$ cat src/rtl/ser_pkg.sv
package ser_pkg;
  typedef enum logic [1:0] {
    SLOT_FREE = 2'd0,
    SLOT_HELD = 2'd1,
    SLOT_RUN  = 2'd2
  } slot_state_e;
endpackage

$ cat src/rtl/ser_ptr_ctrl.sv
module ser_ptr_ctrl #(
  parameter int SLOTS = 4,
  localparam int IDX_W = (SLOTS > 1) ? $clog2(SLOTS) : 1,
  localparam int CNT_W = $clog2(SLOTS + 1)
) (
  input  logic             clk_i,
  input  logic             rst_ni,
  input  logic             flush_i,
  input  logic             push_i,
  input  logic             pop_i,
  output logic [IDX_W-1:0] head_o,
  output logic [IDX_W-1:0] tail_o,
  output logic             full_o
);
  logic [IDX_W-1:0] head_q, tail_q;
  logic [CNT_W-1:0] count_q;

  function automatic logic [IDX_W-1:0] wrap_inc(logic [IDX_W-1:0] p);
    return (p == IDX_W'(SLOTS - 1)) ? '0 : p + 1'b1;
  endfunction

  always_ff @(posedge clk_i or negedge rst_ni) begin
    if (!rst_ni) begin
      head_q  <= '0;
      tail_q  <= '0;
      count_q <= '0;
    end else if (flush_i) begin
      head_q  <= '0;
      tail_q  <= '0;
      count_q <= '0;
    end else begin
      if (push_i) tail_q <= wrap_inc(tail_q);
      if (pop_i)  head_q <= wrap_inc(head_q);
      case ({push_i, pop_i})
        2'b10:   count_q <= count_q + 1'b1;
        2'b01:   count_q <= count_q - 1'b1;
        default: count_q <= count_q;
      endcase
    end
  end

  assign head_o = head_q;
  assign tail_o = tail_q;
  assign full_o = (count_q == CNT_W'(SLOTS));

  AST_NO_UNDERFLOW: assert property (@(posedge clk_i) disable iff (!rst_ni)
    pop_i |-> count_q != '0);
  AST_NO_OVERFLOW: assert property (@(posedge clk_i) disable iff (!rst_ni)
    (push_i && !pop_i) |-> count_q != CNT_W'(SLOTS));
endmodule

$ cat src/rtl/ser_entry.sv
module ser_entry
  import ser_pkg::*;
#(
  parameter int SEQ_W = 6
) (
  input  logic             clk_i,
  input  logic             rst_ni,
  input  logic             flush_i,
  input  logic             alloc_i,
  input  logic [SEQ_W-1:0] seq_i,
  input  logic             release_i,
  input  logic             free_i,
  output logic             held_o,
  output logic             run_o,
  output logic [SEQ_W-1:0] seq_o
);
  slot_state_e      state_q;
  logic [SEQ_W-1:0] seq_q;

  always_ff @(posedge clk_i or negedge rst_ni) begin
    if (!rst_ni) begin
      state_q <= SLOT_FREE;
      seq_q   <= '0;
    end else if (flush_i) begin
      state_q <= SLOT_FREE;
    end else if (alloc_i) begin
      state_q <= SLOT_HELD;
      seq_q   <= seq_i;
    end else if (release_i) begin
      state_q <= SLOT_RUN;
    end else if (free_i) begin
      state_q <= SLOT_FREE;
    end
  end

  assign held_o = (state_q == SLOT_HELD);
  assign run_o  = (state_q == SLOT_RUN);
  assign seq_o  = seq_q;

  AST_ALLOC_FREE_ONLY: assert property (@(posedge clk_i) disable iff (!rst_ni)
    alloc_i |-> state_q == SLOT_FREE);
  AST_RELEASE_HELD_ONLY: assert property (@(posedge clk_i) disable iff (!rst_ni)
    release_i |-> state_q == SLOT_HELD);
  AST_FREE_RUN_ONLY: assert property (@(posedge clk_i) disable iff (!rst_ni)
    free_i |-> state_q == SLOT_RUN);
endmodule

$ cat src/rtl/ser_release_ctrl.sv
module ser_release_ctrl #(
  parameter int SEQ_W = 6,
  parameter int SLOTS = 4,
  localparam int IDX_W = (SLOTS > 1) ? $clog2(SLOTS) : 1
) (
  input  logic             clk_i,
  input  logic             rst_ni,
  input  logic             flush_i,
  input  logic             disp_valid_i,
  input  logic             disp_ser_i,
  input  logic [SEQ_W-1:0] disp_seq_i,
  output logic [IDX_W-1:0] disp_slot_o,
  output logic             full_o,
  input  logic [SEQ_W-1:0] cmpl_ptr_i,
  input  logic             ser_done_i,
  output logic [SLOTS-1:0] exec_en_o,
  output logic             cmpl_stall_o,
  output logic             cmpl_req_o,
  output logic [SEQ_W-1:0] cmpl_req_seq_o
);
  logic [IDX_W-1:0] head, tail;
  logic             full;
  logic [SLOTS-1:0] held_v, run_v;
  logic [SEQ_W-1:0] seq_a [SLOTS];
  logic             push, pop, rel_fire;
  logic             head_held, head_run;
  logic [SEQ_W-1:0] head_seq;
  logic [SLOTS-1:0] exec_en_q;
  logic             cmpl_req_q;
  logic [SEQ_W-1:0] cmpl_req_seq_q;

  ser_ptr_ctrl #(.SLOTS(SLOTS)) u_ptr (
    .clk_i  (clk_i),
    .rst_ni (rst_ni),
    .flush_i(flush_i),
    .push_i (push),
    .pop_i  (pop),
    .head_o (head),
    .tail_o (tail),
    .full_o (full)
  );

  for (genvar g = 0; g < SLOTS; g++) begin : g_slot
    ser_entry #(.SEQ_W(SEQ_W)) u_entry (
      .clk_i    (clk_i),
      .rst_ni   (rst_ni),
      .flush_i  (flush_i),
      .alloc_i  (push && (tail == IDX_W'(g))),
      .seq_i    (disp_seq_i),
      .release_i(rel_fire && (head == IDX_W'(g))),
      .free_i   (pop && (head == IDX_W'(g))),
      .held_o   (held_v[g]),
      .run_o    (run_v[g]),
      .seq_o    (seq_a[g])
    );
  end

  assign head_held = held_v[head];
  assign head_run  = run_v[head];
  assign head_seq  = seq_a[head];

  // only the oldest entry is ever a release candidate: program order
  assign rel_fire = !flush_i && head_held && (head_seq == cmpl_ptr_i);
  assign push     = !flush_i && disp_valid_i && disp_ser_i && !full;
  assign pop      = !flush_i && ser_done_i && head_run;

  always_ff @(posedge clk_i or negedge rst_ni) begin
    if (!rst_ni) begin
      exec_en_q      <= '0;
      cmpl_req_q     <= 1'b0;
      cmpl_req_seq_q <= '0;
    end else begin
      exec_en_q  <= rel_fire ? (SLOTS'(1) << head) : '0;
      cmpl_req_q <= pop;
      if (pop) cmpl_req_seq_q <= head_seq;
    end
  end

  assign disp_slot_o    = tail;
  assign full_o         = full;
  assign exec_en_o      = exec_en_q;
  assign cmpl_stall_o   = (head_held || head_run) && (head_seq == cmpl_ptr_i);
  assign cmpl_req_o     = cmpl_req_q;
  assign cmpl_req_seq_o = cmpl_req_seq_q;

  AST_EXEC_ONEHOT: assert property (@(posedge clk_i) disable iff (!rst_ni)
    $onehot0(exec_en_q));
  AST_EXEC_SINGLE: assert property (@(posedge clk_i) disable iff (!rst_ni)
    (|exec_en_q) |=> ((exec_en_q & $past(exec_en_q)) == '0));
  AST_EXEC_AT_PTR: assert property (@(posedge clk_i) disable iff (!rst_ni)
    $rose(|exec_en_q) |-> $past(cmpl_ptr_i) == $past(head_seq));
  AST_REQ_PULSE: assert property (@(posedge clk_i) disable iff (!rst_ni)
    cmpl_req_q |=> !cmpl_req_q);
  AST_FLUSH_CLEAR: assert property (@(posedge clk_i) disable iff (!rst_ni)
    flush_i |=> (!full && exec_en_q == '0 && !cmpl_req_q && !cmpl_stall_o));
endmodule

$ cat config.mk
export PLATFORM = sky130hd
export DESIGN_NAME = ser_release_ctrl
export DESIGN_NICKNAME = d
export VERILOG_FILES = /design/src/rtl/ser_pkg.sv /design/src/rtl/ser_ptr_ctrl.sv /design/src/rtl/ser_entry.sv /design/src/rtl/ser_release_ctrl.sv
export SDC_FILE = /design/constraint.sdc
export NUM_CORES = 1
export LEC_CHECK = 0
export BUFFER_PORTS_ARGS = -buffer_cell sky130_fd_sc_hd__buf_2
export CORE_ASPECT_RATIO = 2
export CORE_MARGIN = 2
export CORE_UTILIZATION = 45
export CTS_BUF_LIST = sky130_fd_sc_hd__clkbuf_8
export CTS_CLUSTER_SIZE = 20
export DETAILED_ROUTE_END_ITERATION = 10
export PLACE_DENSITY = 0.76
export SLEW_MARGIN = 40
export SYNTH_ARGS = -nofsm -noshare
export SYNTH_HDL_FRONTEND = slang
export SYNTH_SLANG_ARGS = --single-unit
$ cat constraint.sdc
create_clock -name clk_i -period 5.4 [get_ports clk_i]
set_input_delay 1.08 -clock clk_i [delete_from_list [all_inputs] [get_ports clk_i]]
set_output_delay 1.08 -clock clk_i [all_outputs]
set_load 0.02 [all_outputs]
# Word level (Yosys, flattened, before mapping)
# Cells that the tools add are included.
# totals
out_inout_bits,15
reg_bits,50
# classes
muxes,32
n_eq_ne,18
shift,1
magnitude_cmp,2
n_reduce_logical,36
n_addsub,4
n_bitwise,2
# ops
operator,n
2-to-1 mux 2 bit,22
logical AND 1 bit,20
== test 2 bit (second input constant),9
nonzero test 4 bit,4
== test 2 x 1 -> 1 bit (second input constant),7
binary-select mux 6 bit (select 2 bit),1
2-to-1 mux 6 bit,2
AND reduction 2 bit,4
== test 6 bit,1
case mux 3 bit (2 select lines),1
adder 2 x 1 -> 2 bit (second input constant),2
binary-select mux 1 bit (select 2 bit),2
logical NOT 2 bit,2
2-to-1 mux 4 bit,1
nonzero test 2 bit,2
<< shifter 1 x 2 -> 4 bit (first input constant),1
adder 3 x 1 -> 3 bit (second input constant),1
== test 3 bit (second input constant),1
>= comparator 3 bit (second input constant),1
< comparator 2 x 3 -> 1 bit (second input constant),1
2-to-1 mux 3 bit,1
inverter 2 -> 3 bit,1
nonzero test 3 bit,1
subtractor 3 x 1 -> 3 bit (second input constant),1
other kinds (4),6

# Longest topological paths before layout
# logic_depth
depth_word,10
ltp_mapped,10

# Cells and area by module
# Synthesis repeated with hierarchy kept, for this count alone.
# hier_totals
hier_cells,186
area_unflattened_um2,2630.0
# modules_own_cells
mod,n_inst,cells_per_inst,seq_area_each_um2,area_per_inst_um2
ser_entry,4,23,200.2,355.3
ser_release_ctrl,1,60,275.3,795.8
ser_ptr_ctrl,1,34,175.2,412.9

# Least setup slack after synthesis
# No wires, ideal clock.
# synth_timing
path_kind,input port to output port
startpoint,input port cmpl_ptr_i[2]
endpoint,output port cmpl_stall_o
arrival_ns,1.963
required_time_ns,4.320
stages,3
setup_slack_ns,2.357
path_buffers,0
cell_sequence,xnor2_2 > nand4_4 > nor3_1
# synth_between
elab_chain_cells,2
# synth_rtl
element,line_no,source
start: declaration,ser_release_ctrl.sv:14,"input logic [SEQ_W-1:0] cmpl_ptr_i,"
== test 6 bit,ser_release_ctrl.sv:82,assign cmpl_stall_o = (head_held || head_run) && (head_seq == cmpl_ptr_i);
logical AND 1 bit,ser_release_ctrl.sv:82,
end: declaration,ser_release_ctrl.sv:17,"output logic cmpl_stall_o,"
# Every way passes these cells.

# Worst setup path after layout
# layout_timing
startpoint,"register u_ptr.head_q[0], in the netlist u_ptr.head_o[0]"
endpoint,output port cmpl_stall_o
# layout_between
elab_chain_cells,6
word_cells_on_any_way,11
cone_classes,eq/ne (1); mux (7); bitwise (1); reduce/logical (2)
# layout_rtl
element,line_no,source
start: declaration,ser_ptr_ctrl.sv:15,"logic [IDX_W-1:0] head_q, tail_q;"
start signal: assignment,ser_ptr_ctrl.sv:33,if (pop_i) head_q <= wrap_inc(head_q);
inverter 2 -> 3 bit (not written as such),ser_release_ctrl.sv:60,assign head_seq = seq_a[head];
binary-select mux 6 bit (select 2 bit),ser_release_ctrl.sv:60,
2-to-1 mux 6 bit (not written as such) (2 in a row),ser_release_ctrl.sv:60,
== test 6 bit,ser_release_ctrl.sv:82,
logical AND 1 bit (*),ser_release_ctrl.sv:82,
# Mark *: on every way between the ends. The rest lies on a longest branch, timed or not. The select of a mux whose other input is x is not followed.

==> qor.yml <==
slew_headroom_pct: 58.6
cts_tree: "yes"
fin_crit_sh_pct: 65.4
antenna_cells: 0
post_drt_wl_per_cell_um: 16.7
hold_end: "cmpl_req_seq_o[5]"
vias_per_cell: 5.62
p_leak_nw: 1.42
vias: 1608
synthAdderAreaFrac_pct: 4.67
areaGrowthSynthToFinish_pct: 12.1
core_mm2: 0.00561
hold_viol: 0
postCtsSetupBuffers: 0
yosys-top-cells-area: "dfrtp_1 49%, mux2_2 14%, mux4_2 7.0%"
clockRootBuffer: "clkbuf_8"
initial_core_util_pct: 45.8
setup-tns-final_ns: 0
clk_latency_ns: 0.31
most-common-layout-cells: "50 x dfrtp_1, 32 x mux2_2, 31 x buf_2, 16 x nand2_1, 10 x nor2b_1"
die_area_mm2: 0.00637
postSynthAreaPerCell_um2: 13.5
final_common_cell: "dfrtp_1"
io_buffers: 32
worstPathArrival_ns: 2.45
synth-async-reset-ratio_pct: 100
grt_pass1_wl_um: 8000
ys_seq_area_share_pct: 48.7
maxCapViolCount: 0
powerDensity_mw_per_mm2: 289
dp.cells: 278
wl_met3_um: 207
end_kind: "output port"
holdPathStages: 1
layout_min_cycle_time_ns: 3.53
fin_util_pct: 51.4
drive_above_1_share_pct: 41.3
cp.required_ns: 4.32
reg2reg_from: "u_ptr.head_o[0]"
netlist-cell-type-count: 38
max_freq_ghz: 0.283
finalWorstSetupSlack_ns: 1.87
die_h_um: 111
grt_start_max_net_pins: 51
synth_top_cell_area_share_pct: 48.7
grt_pass1_vias: 1609
synth_nets: 218
gr-total-overflow: 0
ys_seq_elements: 50
max_slew.worst_pin.slew_ns: 0.618
dr_wl_met2_um: 2500
numCtsBuffers: 5
drc_errors: 0
die_w_um: 57.5
antenna_found_initial: 0
synth_top_family_by_area: "multiplexers"
critPathLaunchType: "register"
stdcell_count: 286
finalClockSkew_ns: 0.00499
clk_pin_slew_ns: 0.09
synth_xor_area_share_pct: 5.21
cts_hold_buf: 0
synth_mux_area_share_pct: 22.2
rsz0062_at_grt: "no"
htreeDepth: 2
pin_count: 33
drtIter0Drc: 62
clkSinkCount: 50
fillers: 480
ant_nets: 0
nNetsFinal: 251
post-place-ws_ns: 2.16
synthFlopType: "dfrtp_1"
synth_top_area_cell: "dfrtp_1"
wl_met1_um: 2000
slew_viol_final: 0
status: "complete, no violations"
reg2reg_to: "u_ptr.count_q[2]"
rr_worst_depth: 8
synth_area_mm2: 0.00257
dp.final_hpwl_um: 3400
hold_slack_ns: 0.505
globalplace.congestion: 0.893
topRoutingLayerUsed: "met4"
synth_cells: 191
peakVddDrop_mv: 0.285
critical_path_class: "register to output port"
min_from: "cmpl_req_seq_o[5]"
cts_max_path_buffers: 2
ys_warn_count: 0
row_count: 39
setup_violations: 0
synth_edf_count: 0
routed_wl_um: 4770
reg2reg_slack_ns: 2.31
grt.total_usage_pct: 16.3
synth_compound_area_share_pct: 4.28
dr.pass1.iters: 4
yosys.area_share.simple_pct: 12.0
postCtsResizedCells: 0
critPathMaxFanout: 11
hp-class: "register to register"
==> cell type report <==
type | instances | area (µm²) | share of cell area (%)
clock buffers | 5 | 68.8 | 2.39
inverters | 9 | 33.8 | 1.17
well taps | 61 | 76.3 | 2.65
flip-flops and latches | 50 | 1250 | 43.4
clock inverters | 3 | 41.3 | 1.43
multi-input cells | 126 | 1250 | 43.3
repair buffers | 32 | 163 | 5.64
==> kinds of logic after synthesis <==
kind of cell | Yosys count
AO/OA/AOI/OAI | 13
adder cells (fa/ha/maj) | 9
AND/OR/NAND/NOR | 53
XOR/XNOR | 8
flip-flops | 50
buffers and inverters | 15
multiplexers | 43
==> cells in the mapped netlist (2+ instances only) <==
cell and count:
o221ai_1 4, buf_2 2, mux2i_1 3, nor3_1 3
nor4_2 3, mux4_2 8, xnor2_1 3, ha_1 8
nand2_1 16, xnor2_4 3, mux2_2 32, o21a_1 3
nand3_1 5, dfrtp_1 50, o211a_1 3, clkbuf_1 2
nor2b_1 10, inv_1 8, nor2_1 6
==> flip-flops by register name (all words and copies together) (netlist names) <==
name and cells:
cmpl_req_o 1, cmpl_req_seq_o 6, exec_en_o 4, g_slot.u_entry.seq_o 24, g_slot.u_entry.state_q 8, u_ptr.count_q 3, u_ptr.head_o 2, u_ptr.tail_o 2
==> worst max-delay path, stage by stage (launching register included) <==
cell     delay, ns
dfrtp_1       0.72
mux4_2        0.67
xnor2_4       0.20
nand4_4       0.15
nor3_1        0.21
buf_2         0.19
==> report_power, final <==
group,leakage (nW),internal [mW],switching [mW]
Sequential,0.674,0.409,0.0202
Clock,0.0556,0.136,0.124
Combinational,0.693,0.0754,0.0694
Total,1.42,0.621,0.213
==> metal layers <==
| metal | vias up | global-route usage (%) |
|---|---|---|
| met2 | 44 | 26.7 |
| met4 | 0 | 6.05 |
| met5 | - | 0 |
| li1 | 750 | - |
| met3 | 5 | 3.27 |
| met1 | 809 | 20.8 |
==> stage by stage <==
step | power (mW) | cell area [µm²]
2_1_floorplan | 0.543 | 2570
3_3_place_gp | 0.576 | 2770
3_5_place_dp | 0.584 | 2770
4_1_cts | 0.844 | 2880
5_1_grt | 0.874 | 2880
6_report | 0.835 | 2880
==> how the worst max path moves through the flow <==
stage | start | endpoint | slack [ns] | depth (start not counted)
floorplan | cmpl_ptr_i[2] | cmpl_stall_o | 2.36 | 3
CTS | u_ptr.head_o[0] | cmpl_stall_o | 1.83 | 5
global placement | flush_i | u_ptr.count_q[2] | 2.05 | 7
global route | u_ptr.head_o[0] | cmpl_stall_o | 1.69 | 5
finish | u_ptr.head_o[0] | cmpl_stall_o | 1.87 | 5
detailed placement | u_ptr.head_o[0] | cmpl_stall_o | 2.16 | 5
Power figures use the tool's default switching activity.
